**src/rtl/ldst_pkg.sv**
```systemverilog
package ldst_pkg;
  localparam int XLEN   = 32;
  localparam int NREG   = 16;
  localparam int RIDX_W = $clog2(NREG);
  localparam int NLANE  = XLEN / 8;
  localparam int LANE_W = $clog2(NLANE);
  localparam int SH_W   = LANE_W + 3;
  localparam logic [RIDX_W-1:0] PC_IDX       = RIDX_W'(NREG - 1);
  localparam logic [XLEN-1:0]   PC_STORE_ADJ = XLEN'(4);

  typedef enum logic [1:0] {
    SZ_BYTE = 2'd0,
    SZ_HALF = 2'd1,
    SZ_WORD = 2'd2
  } acc_size_e;

  typedef enum logic [1:0] {
    WB_NONE = 2'd0,
    WB_PRE  = 2'd1,
    WB_POST = 2'd2
  } wb_mode_e;

  typedef enum logic [1:0] {
    ST_IDLE,
    ST_REQ,
    ST_RSP,
    ST_FIN
  } ctl_state_e;

  typedef struct packed {
    logic              store;
    acc_size_e         size;
    logic              sgn_rot;
    wb_mode_e          wb;
    logic [RIDX_W-1:0] rd;
    logic [RIDX_W-1:0] rn;
    logic [XLEN-1:0]   base;
    logic [XLEN-1:0]   data;
    logic [XLEN-1:0]   offset;
  } op_t;
endpackage

```
**src/rtl/ldst_ctrl.sv**
```systemverilog
module ldst_ctrl
  import ldst_pkg::*;
(
  input  logic clk_i,
  input  logic rst_ni,
  input  logic req_valid_i,
  input  logic mem_req_ready_i,
  input  logic mem_rsp_valid_i,
  output logic accept_o,
  output logic rsp_take_o,
  output logic mem_req_valid_o,
  output logic busy_o,
  output logic done_o
);
  ctl_state_e state_q, state_d;

  always_comb begin
    state_d = state_q;
    unique case (state_q)
      ST_IDLE: if (req_valid_i)     state_d = ST_REQ;
      ST_REQ:  if (mem_req_ready_i) state_d = ST_RSP;
      ST_RSP:  if (mem_rsp_valid_i) state_d = ST_FIN;
      ST_FIN:                       state_d = ST_IDLE;
      default:                      state_d = ST_IDLE;
    endcase
  end

  always_ff @(posedge clk_i or negedge rst_ni) begin
    if (!rst_ni) state_q <= ST_IDLE;
    else         state_q <= state_d;
  end

  assign accept_o        = (state_q == ST_IDLE) && req_valid_i;
  assign rsp_take_o      = (state_q == ST_RSP) && mem_rsp_valid_i;
  assign mem_req_valid_o = (state_q == ST_REQ);
  assign busy_o          = (state_q != ST_IDLE);
  assign done_o          = (state_q == ST_FIN);
endmodule

```
**src/rtl/ldst_addr_gen.sv**
```systemverilog
module ldst_addr_gen
  import ldst_pkg::*;
(
  input  acc_size_e         size_i,
  input  wb_mode_e          wb_i,
  input  logic [RIDX_W-1:0] rd_i,
  input  logic [XLEN-1:0]   base_i,
  input  logic [XLEN-1:0]   data_i,
  input  logic [XLEN-1:0]   offset_i,
  output logic [XLEN-1:0]   addr_o,
  output logic [XLEN-1:0]   new_base_o,
  output logic [XLEN-1:0]   wdata_o,
  output logic [NLANE-1:0]  be_o
);
  logic [XLEN-1:0]   sum;
  logic [XLEN-1:0]   src;
  logic [LANE_W-1:0] lane;

  assign sum        = base_i + offset_i;
  assign addr_o     = (wb_i == WB_POST) ? base_i : sum;
  assign new_base_o = sum;
  // reading the PC yields the instruction address plus a pipeline step
  assign src        = (rd_i == PC_IDX) ? data_i + PC_STORE_ADJ : data_i;
  assign lane       = addr_o[LANE_W-1:0];

  for (genvar g = 0; g < NLANE; g++) begin : g_lane
    logic [7:0] lane_d;
    logic       lane_en;
    always_comb begin
      unique case (size_i)
        SZ_BYTE: begin
          lane_d  = src[7:0];
          lane_en = (lane == LANE_W'(g));
        end
        SZ_HALF: begin
          lane_d  = src[8*(g%2) +: 8];
          lane_en = (lane[LANE_W-1:1] == (LANE_W-1)'(g/2));
        end
        default: begin
          lane_d  = src[8*g +: 8];
          lane_en = 1'b1;
        end
      endcase
    end
    assign wdata_o[8*g +: 8] = lane_d;
    assign be_o[g]           = lane_en;
  end
endmodule

```
**src/rtl/ldst_load_fmt.sv**
```systemverilog
module ldst_load_fmt
  import ldst_pkg::*;
(
  input  acc_size_e         size_i,
  input  logic              sgn_rot_i,
  input  logic [LANE_W-1:0] lane_i,
  input  logic [XLEN-1:0]   rdata_i,
  output logic [XLEN-1:0]   value_o
);
  logic [SH_W-1:0]  sh;
  logic [SH_W:0]    sh_inv;
  logic [XLEN-1:0]  rot;
  logic [7:0]       b;
  logic [15:0]      h;

  assign sh     = {lane_i, 3'b000};
  assign sh_inv = (SH_W+1)'(XLEN) - {1'b0, sh};
  assign rot    = (rdata_i >> sh) | (rdata_i << sh_inv);
  assign b      = rdata_i[sh +: 8];
  assign h      = rdata_i[{lane_i[LANE_W-1], 4'b0000} +: 16];

  always_comb begin
    unique case (size_i)
      SZ_BYTE: value_o = sgn_rot_i ? {{(XLEN-8){b[7]}}, b}   : {{(XLEN-8){1'b0}}, b};
      SZ_HALF: value_o = sgn_rot_i ? {{(XLEN-16){h[15]}}, h} : {{(XLEN-16){1'b0}}, h};
      default: value_o = sgn_rot_i ? rot : rdata_i;
    endcase
  end
endmodule

```
**src/rtl/ldst_unit.sv**
```systemverilog
module ldst_unit
  import ldst_pkg::*;
(
  input  logic              clk_i,
  input  logic              rst_ni,
  input  logic              req_valid_i,
  input  logic              req_store_i,
  input  logic [1:0]        req_size_i,
  input  logic              req_sgn_rot_i,
  input  logic [1:0]        req_wb_i,
  input  logic [RIDX_W-1:0] req_rd_i,
  input  logic [RIDX_W-1:0] req_rn_i,
  input  logic [XLEN-1:0]   req_offset_i,
  input  logic              core_alt_i,
  input  logic              cfg_clr_lsb_i,
  output logic              busy_o,
  output logic              done_o,
  output logic [RIDX_W-1:0] rf_base_addr_o,
  input  logic [XLEN-1:0]   rf_base_data_i,
  output logic [RIDX_W-1:0] rf_data_addr_o,
  input  logic [XLEN-1:0]   rf_data_data_i,
  output logic              mem_req_valid_o,
  input  logic              mem_req_ready_i,
  output logic              mem_we_o,
  output logic [XLEN-1:0]   mem_addr_o,
  output logic [XLEN-1:0]   mem_wdata_o,
  output logic [NLANE-1:0]  mem_be_o,
  input  logic              mem_rsp_valid_i,
  input  logic [XLEN-1:0]   mem_rdata_i,
  input  logic              mem_abort_i,
  output logic              wr_dst_en_o,
  output logic [RIDX_W-1:0] wr_dst_addr_o,
  output logic [XLEN-1:0]   wr_dst_data_o,
  output logic              wr_base_en_o,
  output logic [RIDX_W-1:0] wr_base_addr_o,
  output logic [XLEN-1:0]   wr_base_data_o,
  output logic              br_valid_o,
  output logic [XLEN-1:0]   br_target_o
);
  op_t             op_q;
  logic            clr_q;
  logic [XLEN-1:0] rdata_q;
  logic            abort_q;
  logic            accept;
  logic            rsp_take;
  logic [XLEN-1:0] new_base;
  logic [XLEN-1:0] ld_val;
  logic            is_load;
  logic            ok;
  logic            load_to_pc;

  ldst_ctrl u_ctrl (
    .clk_i           (clk_i),
    .rst_ni          (rst_ni),
    .req_valid_i     (req_valid_i),
    .mem_req_ready_i (mem_req_ready_i),
    .mem_rsp_valid_i (mem_rsp_valid_i),
    .accept_o        (accept),
    .rsp_take_o      (rsp_take),
    .mem_req_valid_o (mem_req_valid_o),
    .busy_o          (busy_o),
    .done_o          (done_o)
  );

  assign rf_base_addr_o = req_rn_i;
  assign rf_data_addr_o = req_rd_i;

  always_ff @(posedge clk_i or negedge rst_ni) begin
    if (!rst_ni) begin
      op_q    <= '0;
      clr_q   <= 1'b0;
      rdata_q <= '0;
      abort_q <= 1'b0;
    end else begin
      if (accept) begin
        op_q <= '{store:   req_store_i,
                  size:    acc_size_e'(req_size_i),
                  sgn_rot: req_sgn_rot_i,
                  wb:      wb_mode_e'(req_wb_i),
                  rd:      req_rd_i,
                  rn:      req_rn_i,
                  base:    rf_base_data_i,
                  data:    rf_data_data_i,
                  offset:  req_offset_i};
        clr_q <= core_alt_i | cfg_clr_lsb_i;
      end
      if (rsp_take) begin
        rdata_q <= mem_rdata_i;
        abort_q <= mem_abort_i;
      end
    end
  end

  ldst_addr_gen u_agen (
    .size_i     (op_q.size),
    .wb_i       (op_q.wb),
    .rd_i       (op_q.rd),
    .base_i     (op_q.base),
    .data_i     (op_q.data),
    .offset_i   (op_q.offset),
    .addr_o     (mem_addr_o),
    .new_base_o (new_base),
    .wdata_o    (mem_wdata_o),
    .be_o       (mem_be_o)
  );

  ldst_load_fmt u_fmt (
    .size_i    (op_q.size),
    .sgn_rot_i (op_q.sgn_rot),
    .lane_i    (mem_addr_o[LANE_W-1:0]),
    .rdata_i   (rdata_q),
    .value_o   (ld_val)
  );

  assign mem_we_o   = op_q.store;
  assign is_load    = !op_q.store;
  assign ok         = done_o && !abort_q;
  assign load_to_pc = is_load && (op_q.rd == PC_IDX);

  assign wr_dst_en_o    = ok && is_load && !load_to_pc;
  assign wr_dst_addr_o  = op_q.rd;
  assign wr_dst_data_o  = ld_val;
  // on a base/destination collision the loaded value wins
  assign wr_base_en_o   = ok && (op_q.wb != WB_NONE) && !(is_load && (op_q.rn == op_q.rd));
  assign wr_base_addr_o = op_q.rn;
  assign wr_base_data_o = new_base;
  assign br_valid_o     = ok && load_to_pc;
  assign br_target_o    = clr_q ? {ld_val[XLEN-1:1], 1'b0} : ld_val;
endmodule

```
**config.mk**
```make
export PLATFORM = sky130hd
export DESIGN_NAME = ldst_unit
export DESIGN_NICKNAME = d
export VERILOG_FILES = /design/src/rtl/ldst_pkg.sv /design/src/rtl/ldst_ctrl.sv /design/src/rtl/ldst_addr_gen.sv /design/src/rtl/ldst_load_fmt.sv /design/src/rtl/ldst_unit.sv
export SDC_FILE = /design/constraint.sdc
export NUM_CORES = 1
export LEC_CHECK = 0
export BUFFER_PORTS_ARGS = -buffer_cell sky130_fd_sc_hd__buf_2
export CAP_MARGIN = 20
export CORE_AREA = 2 2 231 164
export CTS_CLUSTER_DIAMETER = 150
export DETAILED_ROUTE_END_ITERATION = 10
export DIE_AREA = 0 0 233 166
export PLACE_DENSITY_LB_ADDON = 0.05
export SYNTH_ARGS = -nofsm -noshare
export SYNTH_HDL_FRONTEND = slang
export SYNTH_HIERARCHICAL = 1
export SYNTH_SLANG_ARGS = --single-unit
```
**constraint.sdc**
```tcl
create_clock -name clk_i -period 3.62 [get_ports clk_i]
set_input_delay 0.362 -clock clk_i [delete_from_list [all_inputs] [get_ports clk_i]]
set_output_delay 0.362 -clock clk_i [all_outputs]
set_load 0.1 [all_outputs]
```
==> results of run 1 <==
## per-layer routing
metal  track usage (%)  wire (um)  vias up
met2              29.7      17500      239
met5                 0         21        -
met4              4.32        381        4
li1                  -          -     4640
met1              28.5      18300     4720
met3              5.07       2250       25
## sequential cells by signal, summed over array words and instances, names as in the netlist
register / cells
wr_dst_addr_o: 4
rdata_q: 32
mem_we_o: 1
abort_q: 1
clr_q: 1
op_q: 101
wr_base_addr_o: 4
u_ctrl/state_q: 2
## cells by family (layout without fill, tap and decap cells)
logic type | Yosys count | after routing
simple gates | 249 | 249
compound gates | 239 | 239
mux | 228 | 228
flops | 146 | 146
buf+inv | 142 | 492
xor+xnor | 61 | 61
fa+ha+maj | 39 | 39
other cells | 0 | 2
## cell usage after synthesis (all sizes together), types with 4 or more instances
cell type    n  area, sq um
nor3         7         35.0
nand4       11         68.8
mux2i       67          671
a211oi       6         45.0
inv         25         93.8
o21ai       53          273
a21o        18          136
o32ai        5         43.8
o211ai      12         90.1
mux2       160         1800
nand3       15         75.1
or2          5         31.3
nor2b       14         95.1
a31oi        6         58.8
a21oi       67          339
o31ai        5         37.5
xor2        25          219
nand2       97          364
o221ai      12          105
o2bb2ai      7         61.3
clkbuf      34          128
buf         82          616
dfrtp      146         3650
o21a         4         30.0
xnor2       35          307
a221o        9         91.3
a21boi       4         30.0
o21bai       7         52.6
and3        10         65.1
nor2        66          248
ha          38          475
nand2b       6         37.5
## worst max path at each step
stage	cells after the start	startpoint	end	slack (ns)
after detailed placement	10	op_q[0]	wr_dst_data_o[26]	0.02
after global placement	11	op_q[0]	wr_dst_data_o[26]	0.09
after CTS	10	op_q[64]	wr_dst_data_o[30]	-0.33
after floorplan	14	op_q[64]	br_target_o[14]	-1.49
final	10	op_q[64]	wr_dst_data_o[30]	-0.23
after global routing	11	op_q[64]	wr_dst_data_o[27]	-0.37
## area by class of cell
class,count,share of cell area [%]
Antenna cell,2,0.0295
Clock buffer,18,2.53
Clock inverter,13,0.945
Inverter,25,0.620
Multi-Input combinational cell,816,45.6
Sequential cell,146,21.6
Tap cell,488,3.60
Timing Repair Buffer,436,25.1
## timing repair
item                                   CTS  global route
setup buffers                           18            16
pin swaps                               58            40
hold buffers                             1             0
setup endpoints to repair               98           110
endpoints found under the hold margin   54             0
resized for setup                      120            64
## through the flow
step | instance area, sq um | util [%] | hold WS [ns] | instances | setup WS (ns)
2_1_floorplan | 11900 | - | 0.0664 | 1104 | -1.49
3_3_place_gp | 15300 | 41.7 | 0.379 | 1879 | 0.0886
3_5_place_dp | 15300 | 41.7 | 0.377 | 1879 | 0.0213
4_1_cts | 16600 | 45.2 | 0.127 | 1929 | -0.327
5_1_grt | 16900 | 46.2 | 0.130 | 1943 | -0.365
6_report | 17000 | 46.2 | 0.155 | 1944 | -0.234
==> flow_summary.yaml, run 1 <==
hold_path:
  hold_path_class: "in -> reg"
  hold_start: "mem_rdata_i[12]"
  min_to: "rdata_q[12]"
  whs_path_depth: 2
setup_path:
  worstSetupPathType: "reg -> out"
  path_buf_inv: 3
  end_kind: "primary output"
  crit_path_start_kind: "flop"
  path_delay_family: "multiplexers"
  reg2reg_slack_ns: 1.45
  path_max_fanout: 5
  rr_endpoint: "op_q[74]"
  max_stage_delay_ns: 0.49
  worstRegToRegCells: 6
  crit_arrival_ns: 3.49
  worstPathCellList: "ha_2 -> fa_2 -> mux2i_4 -> clkinvlp_4 -> mux4_2 -> nor2b_4 -> o21a_4 -> buf_6 -> a221o_4 -> buf_12"
  timing.rr.start: "u_ctrl/state_q[0]"
  critPathRequiredTime_ns: 3.26
  crit_path_top_delay_cell: "mux4_2"
detailed_routing:
  first_pass_iters: 5
  vias: 9628
  vias_per_cell: 4.95
  avgRoutedWirePerCell_um: 19.8
  drc: 0
  drtIter0Drc: 399
  wl_mm: 38.5
  ant_nets: 0
finish:
  seq_area_sq_um: 3660
  drive_above_1_share_pct: 55.0
  final_common_cell: "buf_2"
  layout_common_cells: "buf_2, mux2_2, dfrtp_1"
  area_growth_pct: 56.5
  fin_nets: 1631
  fillers: 3461
  multi_input_area_sq_um: 7730
status:
  violations: "negative setup slack"
  status: "complete, but fails checks"
synth:
  synth.cell_area_sq_um: 10800
  synth_mux_area_share_pct: 23.0
  yosys.area_share.simple_pct: 10.8
  syn_area_per_cell_sq_um: 9.81
  synthXorXnorAreaFrac_pct: 5.07
  synthAdderAreaFrac_pct: 4.57
  yosysWarnings: 6
  synth_fp_nets: 1293
  synth_top_family_by_area: "multiplexers"
  async_flop_share_pct: 100
  synth_edf_count: 0
  syn_inst: 1104
  synth_compound_area_share_pct: 14.9
  ys_seq_elements: 146
  ys.flop_type: "dfrtp_1"
  yosysUniqueCellTypes: 77
  seq_area_frac_synth_pct: 33.7
clock_network:
  cts_sinks: 146
  cts_tree: "built"
  htreeDepth: 4
  cts_root_buf: "clkbuf_16"
  numCtsBuffers: 17
  clkTransAtPathRegs_ns: 0.07
  cts_buffer_depth: 2
  clock_latency_ns: 0.43
timing:
  finalCritPeriodShare_pct: 106
  finalSetupViolCount: 81
  slew_headroom_pct: 53.7
  setup_tns_ns: -10.55
  rsz0062_at_grt: "yes"
  slew_violations: 0
  period_minus_slack_ns: 3.85
  setup_ws_ns: -0.234
  fin_skew_ns: 0.00541
  final-hold-violation-count: 0
  tightest_slew_ns: 0.687
  fmax_mhz: 259
global_routing:
  grt_max_degree: 57
  antenna_found_initial: 5
  track_usage_pct: 19.8
  grt_first_pass_wirelength_mm: 58.3
  grt_pass1_vias: 9557
  grt_overflow: 0
placement:
  place_hpwl_mm: 29.5
  gp_congestion: 0.881
  portBuffers: 336
floorplan:
  core_area_sq_um: 36700
  start_util_pct: 29.5
  io_pins: 337
  chipWidth_um: 233
  rows: 59
  dieArea_sq_um: 38700
  die_y_um: 166
run:
  maxCapViolations: 0
Power of run 1 is not shown: default switching activity piles up to over one toggle a cycle in this logic, so the estimate is an artifact.
==> run 2: changes to the inputs <==
--- a/config.mk
+++ b/config.mk
@@ -6,11 +6,9 @@
 export NUM_CORES = 1
 export LEC_CHECK = 0
 export BUFFER_PORTS_ARGS = -buffer_cell sky130_fd_sc_hd__buf_2
-export CAP_MARGIN = 20
-export CORE_AREA = 2 2 231 164
-export CTS_CLUSTER_DIAMETER = 150
+export CORE_AREA = 2 2 194 196
 export DETAILED_ROUTE_END_ITERATION = 10
-export DIE_AREA = 0 0 233 166
+export DIE_AREA = 0 0 196 198
 export PLACE_DENSITY_LB_ADDON = 0.05
 export SYNTH_ARGS = -nofsm -noshare
 export SYNTH_HDL_FRONTEND = slang
==> flow_summary.yaml, run 2 (same netlist as run 1, synthesis figures left out) <==
clock_network:
  clkTransAtPathRegs_ns: 0.07
  cts_root_buf: "clkbuf_16"
  clock_latency_ns: 0.44
  numCtsBuffers: 17
  cts_buffer_depth: 2
  cts_tree: "built"
  cts_sinks: 146
  htreeDepth: 4
floorplan:
  start_util_pct: 29.3
  io_pins: 337
  chipWidth_um: 196
  core_area_sq_um: 37000
  die_y_um: 198
  dieArea_sq_um: 38800
  rows: 71
finish:
  drive_above_1_share_pct: 56.8
  final_common_cell: "buf_2"
  regMostFlops: "op_q"
  area_growth_pct: 57.9
  largest_reg_flops: 101
  largestRegisters: "op_q (101), rdata_q (32)"
  layout_common_cells: "buf_2, mux2_2, dfrtp_1"
  fin_nets: 1628
detailed_routing:
  wl_met1_mm: 15.9
  drc: 0
  ant_nets: 0
  drtIter0Drc: 252
  avgRoutedWirePerCell_um: 19.4
  wl_met2_mm: 19.2
  vias_per_cell: 4.97
  wl_mm: 37.5
  first_pass_iters: 4
  dr.max_layer_used: "met5"
  vias: 9600
  met3WireLength_mm: 1.72
hold_path:
  whs_path_depth: 2
  hold_path_class: "in -> reg"
global_routing:
  antenna_found_initial: 7
  grt_first_pass_wirelength_mm: 57.5
  grt_overflow: 0
  track_usage_pct: 19.3
  grt_pass1_vias: 9842
  grt_max_degree: 61
timing:
  fin_skew_ns: 0.0126
  setup_ws_ns: -0.281
  slew_violations: 0
  rsz0062_at_grt: "yes"
  hold_ws_ns: 0.147
  tightest_slew_ns: 0.940
  finalCritPeriodShare_pct: 108
  finalSetupViolCount: 79
  fmax_mhz: 256
  final-hold-violation-count: 0
  slew_headroom_pct: 37.4
  period_minus_slack_ns: 3.90
setup_path:
  crit_path_start_kind: "flop"
  critPathLaunch: "op_q[0]"
  critPathRequiredTime_ns: 3.26
  end_kind: "primary output"
  worstSetupPathType: "reg -> out"
  worstRegToRegCells: 6
  max_stage_delay_ns: 0.39
  rr_endpoint: "op_q[16]"
  reg2reg_slack_ns: 1.27
  path_max_fanout: 2
  setup.worst_path.end: "mem_addr_o[24]"
  timing.rr.start: "u_ctrl/state_q[0]"
  crit_path_top_delay_cell: "fa_2"
  crit_arrival_ns: 3.54
  worstPathCellList: "ha_2 -> fa_2 -> a21o_1 -> a221o_2 -> a31oi_4 -> o21ai_4 -> buf_6 -> a311o_1 -> a21oi_4 -> xnor2_4 -> mux2_4 -> buf_12"
placement:
  place_hpwl_mm: 27.9
  dp_slack_ns: 0.000941
  portBuffers: 336
  gp_congestion: 0.817
status:
  status: "complete, but fails checks"
  violations: "negative setup slack"
run:
  maxCapViolations: 0
-- run 2: cell count changes in the layout (fill, tap and decap cells not counted), moves of 5 or more --
cell / delta
a21oi_2: +11
buf_6: -9
ha_1: -8
a21oi_1: -7
buf_4: +7
clkbuf_4: -6
o21ai_1: +6
nor2_1: -5
-- run 2: per-layer routing --
layer / up-vias / track usage, %
met4: 6 / 5.27
met1: 4720 / 23.3
met5: - / 0
met2: 210 / 34.2
met3: 29 / 4.94
li1: 4635 / -
-- run 2: worst min-delay path by stage --
stage                     endpoint                from
after floorplan            abort_q              rst_ni
after global placement    op_q[80]              rst_ni
after detailed placement  op_q[79]              rst_ni
after CTS                 op_q[63]  rf_data_data_i[31]
after global routing      op_q[36]   rf_data_data_i[4]
final                     op_q[63]  rf_data_data_i[31]
-- run 2: worst max-delay path: cells and delay by family (launching register included) --
kind / cells / cell delay (ns)
compound gates: 6 / 1.47
xor+xnor: 1 / 0.08
fa+ha+maj: 2 / 0.59
buf+inv: 2 / 0.29
flops: 1 / 0.38
mux: 1 / 0.28
-- run 2: stage by stage --
step	util, %	setup TNS [ns]	cell area (sq um)	std cells
after floorplan	-	-57.51	11900	1104
after global placement	41.3	-0.0124	15300	1852
after detailed placement	41.3	0	15300	1852
after CTS	44.7	-20.39	16500	1910
after global routing	46.3	-27.05	17100	1926
final	46.3	-13.79	17100	1930
-- run 2: final cells by class --
cell class	count	area, sq um
Tap cell	474	593
Sequential cell	146	3650
Clock buffer	21	450
Multi-Input combinational cell	817	7920
Timing Repair Buffer	432	4200
Fill cell	3503	19900
Inverter	25	105
Antenna cell	5	12.5
Clock inverter	10	160
-- run 2: what timing repair did --
item,4_1_cts,5_1_grt
cloned,1,0
setup buffers,27,17
hold buffers,1,0
endpoints found under the hold margin,57,0
pin swaps,48,46
resized for setup,88,90
endpoints found under the setup margin,100,103
Power of run 2 is left out for the same reason.
==> run 3: changes to the inputs <==
--- a/config.mk
+++ b/config.mk
@@ -6,10 +6,12 @@
 export NUM_CORES = 1
 export LEC_CHECK = 0
 export BUFFER_PORTS_ARGS = -buffer_cell sky130_fd_sc_hd__buf_2
-export CORE_AREA = 2 2 194 196
+export CELL_PAD_IN_SITES_DETAIL_PLACEMENT = 0
+export CELL_PAD_IN_SITES_GLOBAL_PLACEMENT = 2
+export CORE_AREA = 2 2 200 202
 export DETAILED_ROUTE_END_ITERATION = 10
-export DIE_AREA = 0 0 196 198
-export PLACE_DENSITY_LB_ADDON = 0.05
+export DIE_AREA = 0 0 202 204
+export PLACE_DENSITY = 0.75
 export SYNTH_ARGS = -nofsm -noshare
 export SYNTH_HDL_FRONTEND = slang
 export SYNTH_HIERARCHICAL = 1
==> constraint.sdc (replaced) <==
create_clock -name clk_i -period 3.62 [get_ports clk_i]
set_input_delay 0.724 -clock clk_i [delete_from_list [all_inputs] [get_ports clk_i]]
set_output_delay 0.724 -clock clk_i [all_outputs]
set_load 0.1 [all_outputs]
==> flow_summary.yaml, run 3 (same netlist as run 1, synthesis figures left out) <==
status:
  status: "complete, but fails checks"
  violations: "negative setup slack"
finish:
  layout_common_cells: "buf_2, mux2_2, dfrtp_1"
  regMostFlops: "op_q"
  final_common_cell: "buf_2"
  seq_area_sq_um: 3660
  fin_nets: 1692
  area_growth_pct: 72.9
  largestRegisters: "op_q (101), rdata_q (32)"
  largest_reg_flops: 101
  drive_above_1_share_pct: 61.5
  fillers: 3579
  multi_input_area_sq_um: 8430
clock_network:
  numCtsBuffers: 17
  cts_sinks: 146
  cts_buffer_depth: 2
  cts_root_buf: "clkbuf_16"
  cts_tree: "built"
  htreeDepth: 4
  clkTransAtPathRegs_ns: 0.06
  clock_latency_ns: 0.45
global_routing:
  use_met3_pct: 4.78
  antenna_found_initial: 7
  grtUsageMet2_pct: 33.8
  track_usage_pct: 19.6
  grt_max_degree: 62
  grt_pass1_vias: 10500
  grt_first_pass_wirelength_mm: 62.3
  grt_busiest_layer: "met2"
  met1_usage_pct: 24.0
  grt_overflow: 0
timing:
  slew_headroom_pct: 49.2
  tightest_slew_ns: 0.761
  fin_skew_ns: 0.00784
  finalCritPeriodShare_pct: 118
  final-hold-violation-count: 0
  fmax_mhz: 234
  slew_violations: 0
  finalSetupViolCount: 109
  rsz0062_at_grt: "yes"
  period_minus_slack_ns: 4.27
  setup_ws_ns: -0.648
  hold_ws_ns: 0.288
hold_path:
  hold_path_class: "in -> async"
detailed_routing:
  drc: 0
  wl_mm: 40.8
  first_pass_iters: 5
  ant_nets: 0
  vias: 10100
  avgRoutedWirePerCell_um: 19.9
  vias_per_cell: 4.92
  drtIter0Drc: 425
floorplan:
  core_area_sq_um: 39200
  rows: 73
  chipWidth_um: 202
  io_pins: 337
  dieArea_sq_um: 41200
  die_y_um: 204
  start_util_pct: 27.6
setup_path:
  crit_path_start_kind: "flop"
  worstSetupPathType: "reg -> out"
  crit_arrival_ns: 3.54
  path_max_fanout: 6
  end_kind: "primary output"
  critPathRequiredTime_ns: 2.90
placement:
  portBuffers: 336
  place_hpwl_mm: 30.4
  dp_slack_ns: -0.369
  gp_congestion: 0.852
run:
  maxCapViolations: 0
-- run 3: path summary, 6_finish.rpt --
path | start | to | slack [ns] | cells past startpoint
worst min register to register | op_q[30] | op_q[30] | 0.51 | 1
worst min-delay path | rst_ni | op_q[53] | 0.29 | 1
worst max-delay path | op_q[0] | br_target_o[28] | -0.65 | 12
min in group clk_i | rf_base_data_i[22] | op_q[86] | 0.50 | 2
max in group asynchronous | rst_ni | wr_dst_addr_o[0] | 2.47 | 2
worst max register to register | u_ctrl/state_q[0] | op_q[41] | 1.35 | 6
-- run 3: per-stage QoR --
step	setup TNS [ns]	instances	cell area, sq um	util (%)
after floorplan	-84.07	1104	12400	-
after CTS	-52.80	2017	18100	46.3
after detailed placement	-13.75	1957	16500	42.1
final	-50.09	2046	18700	47.8
after global placement	-11.03	1957	16500	42.1
after global routing	-64.17	2044	18700	47.8
-- run 3: cell type report --
cell class	instances	share of cell area [%]
multi-input combinational	816	45.0
timing repair buffer	497	27.7
sequential	146	19.5
tap	525	3.51
clock buffer	23	2.61
clock inverter	9	1.06
inverter	25	0.561
antenna	5	0.0668
-- run 3: worst max-delay path: stages, from the launching register on --
cell and delay (ns):
dfrtp_1 0.38, ha_2 0.20, fa_2 0.44, mux2i_4 0.23, clkinvlp_4 0.16, buf_6 0.15, inv_8 0.05, ha_4 0.22
buf_4 0.14, mux2_2 0.27, a22o_1 0.23, a221o_4 0.43, buf_12 0.18
-- run 3: what timing repair did --
item / 4_1_cts / 5_1_grt
gates resized for setup: 152 / 91
pin swaps: 74 / 61
cloned: 1 / 0
endpoints found under the setup margin: 118 / 133
buffers inserted: 28 / 31
hold buffers: 0 / 0
-- run 3: layer usage --
metal  up-vias  share of wire (%)
li1       4744                  -
met1      4989                 42
met2       261                 50
met3        57                5.5
met4         8                2.1
met5         -               0.14
Power of run 3 is left out for the same reason.
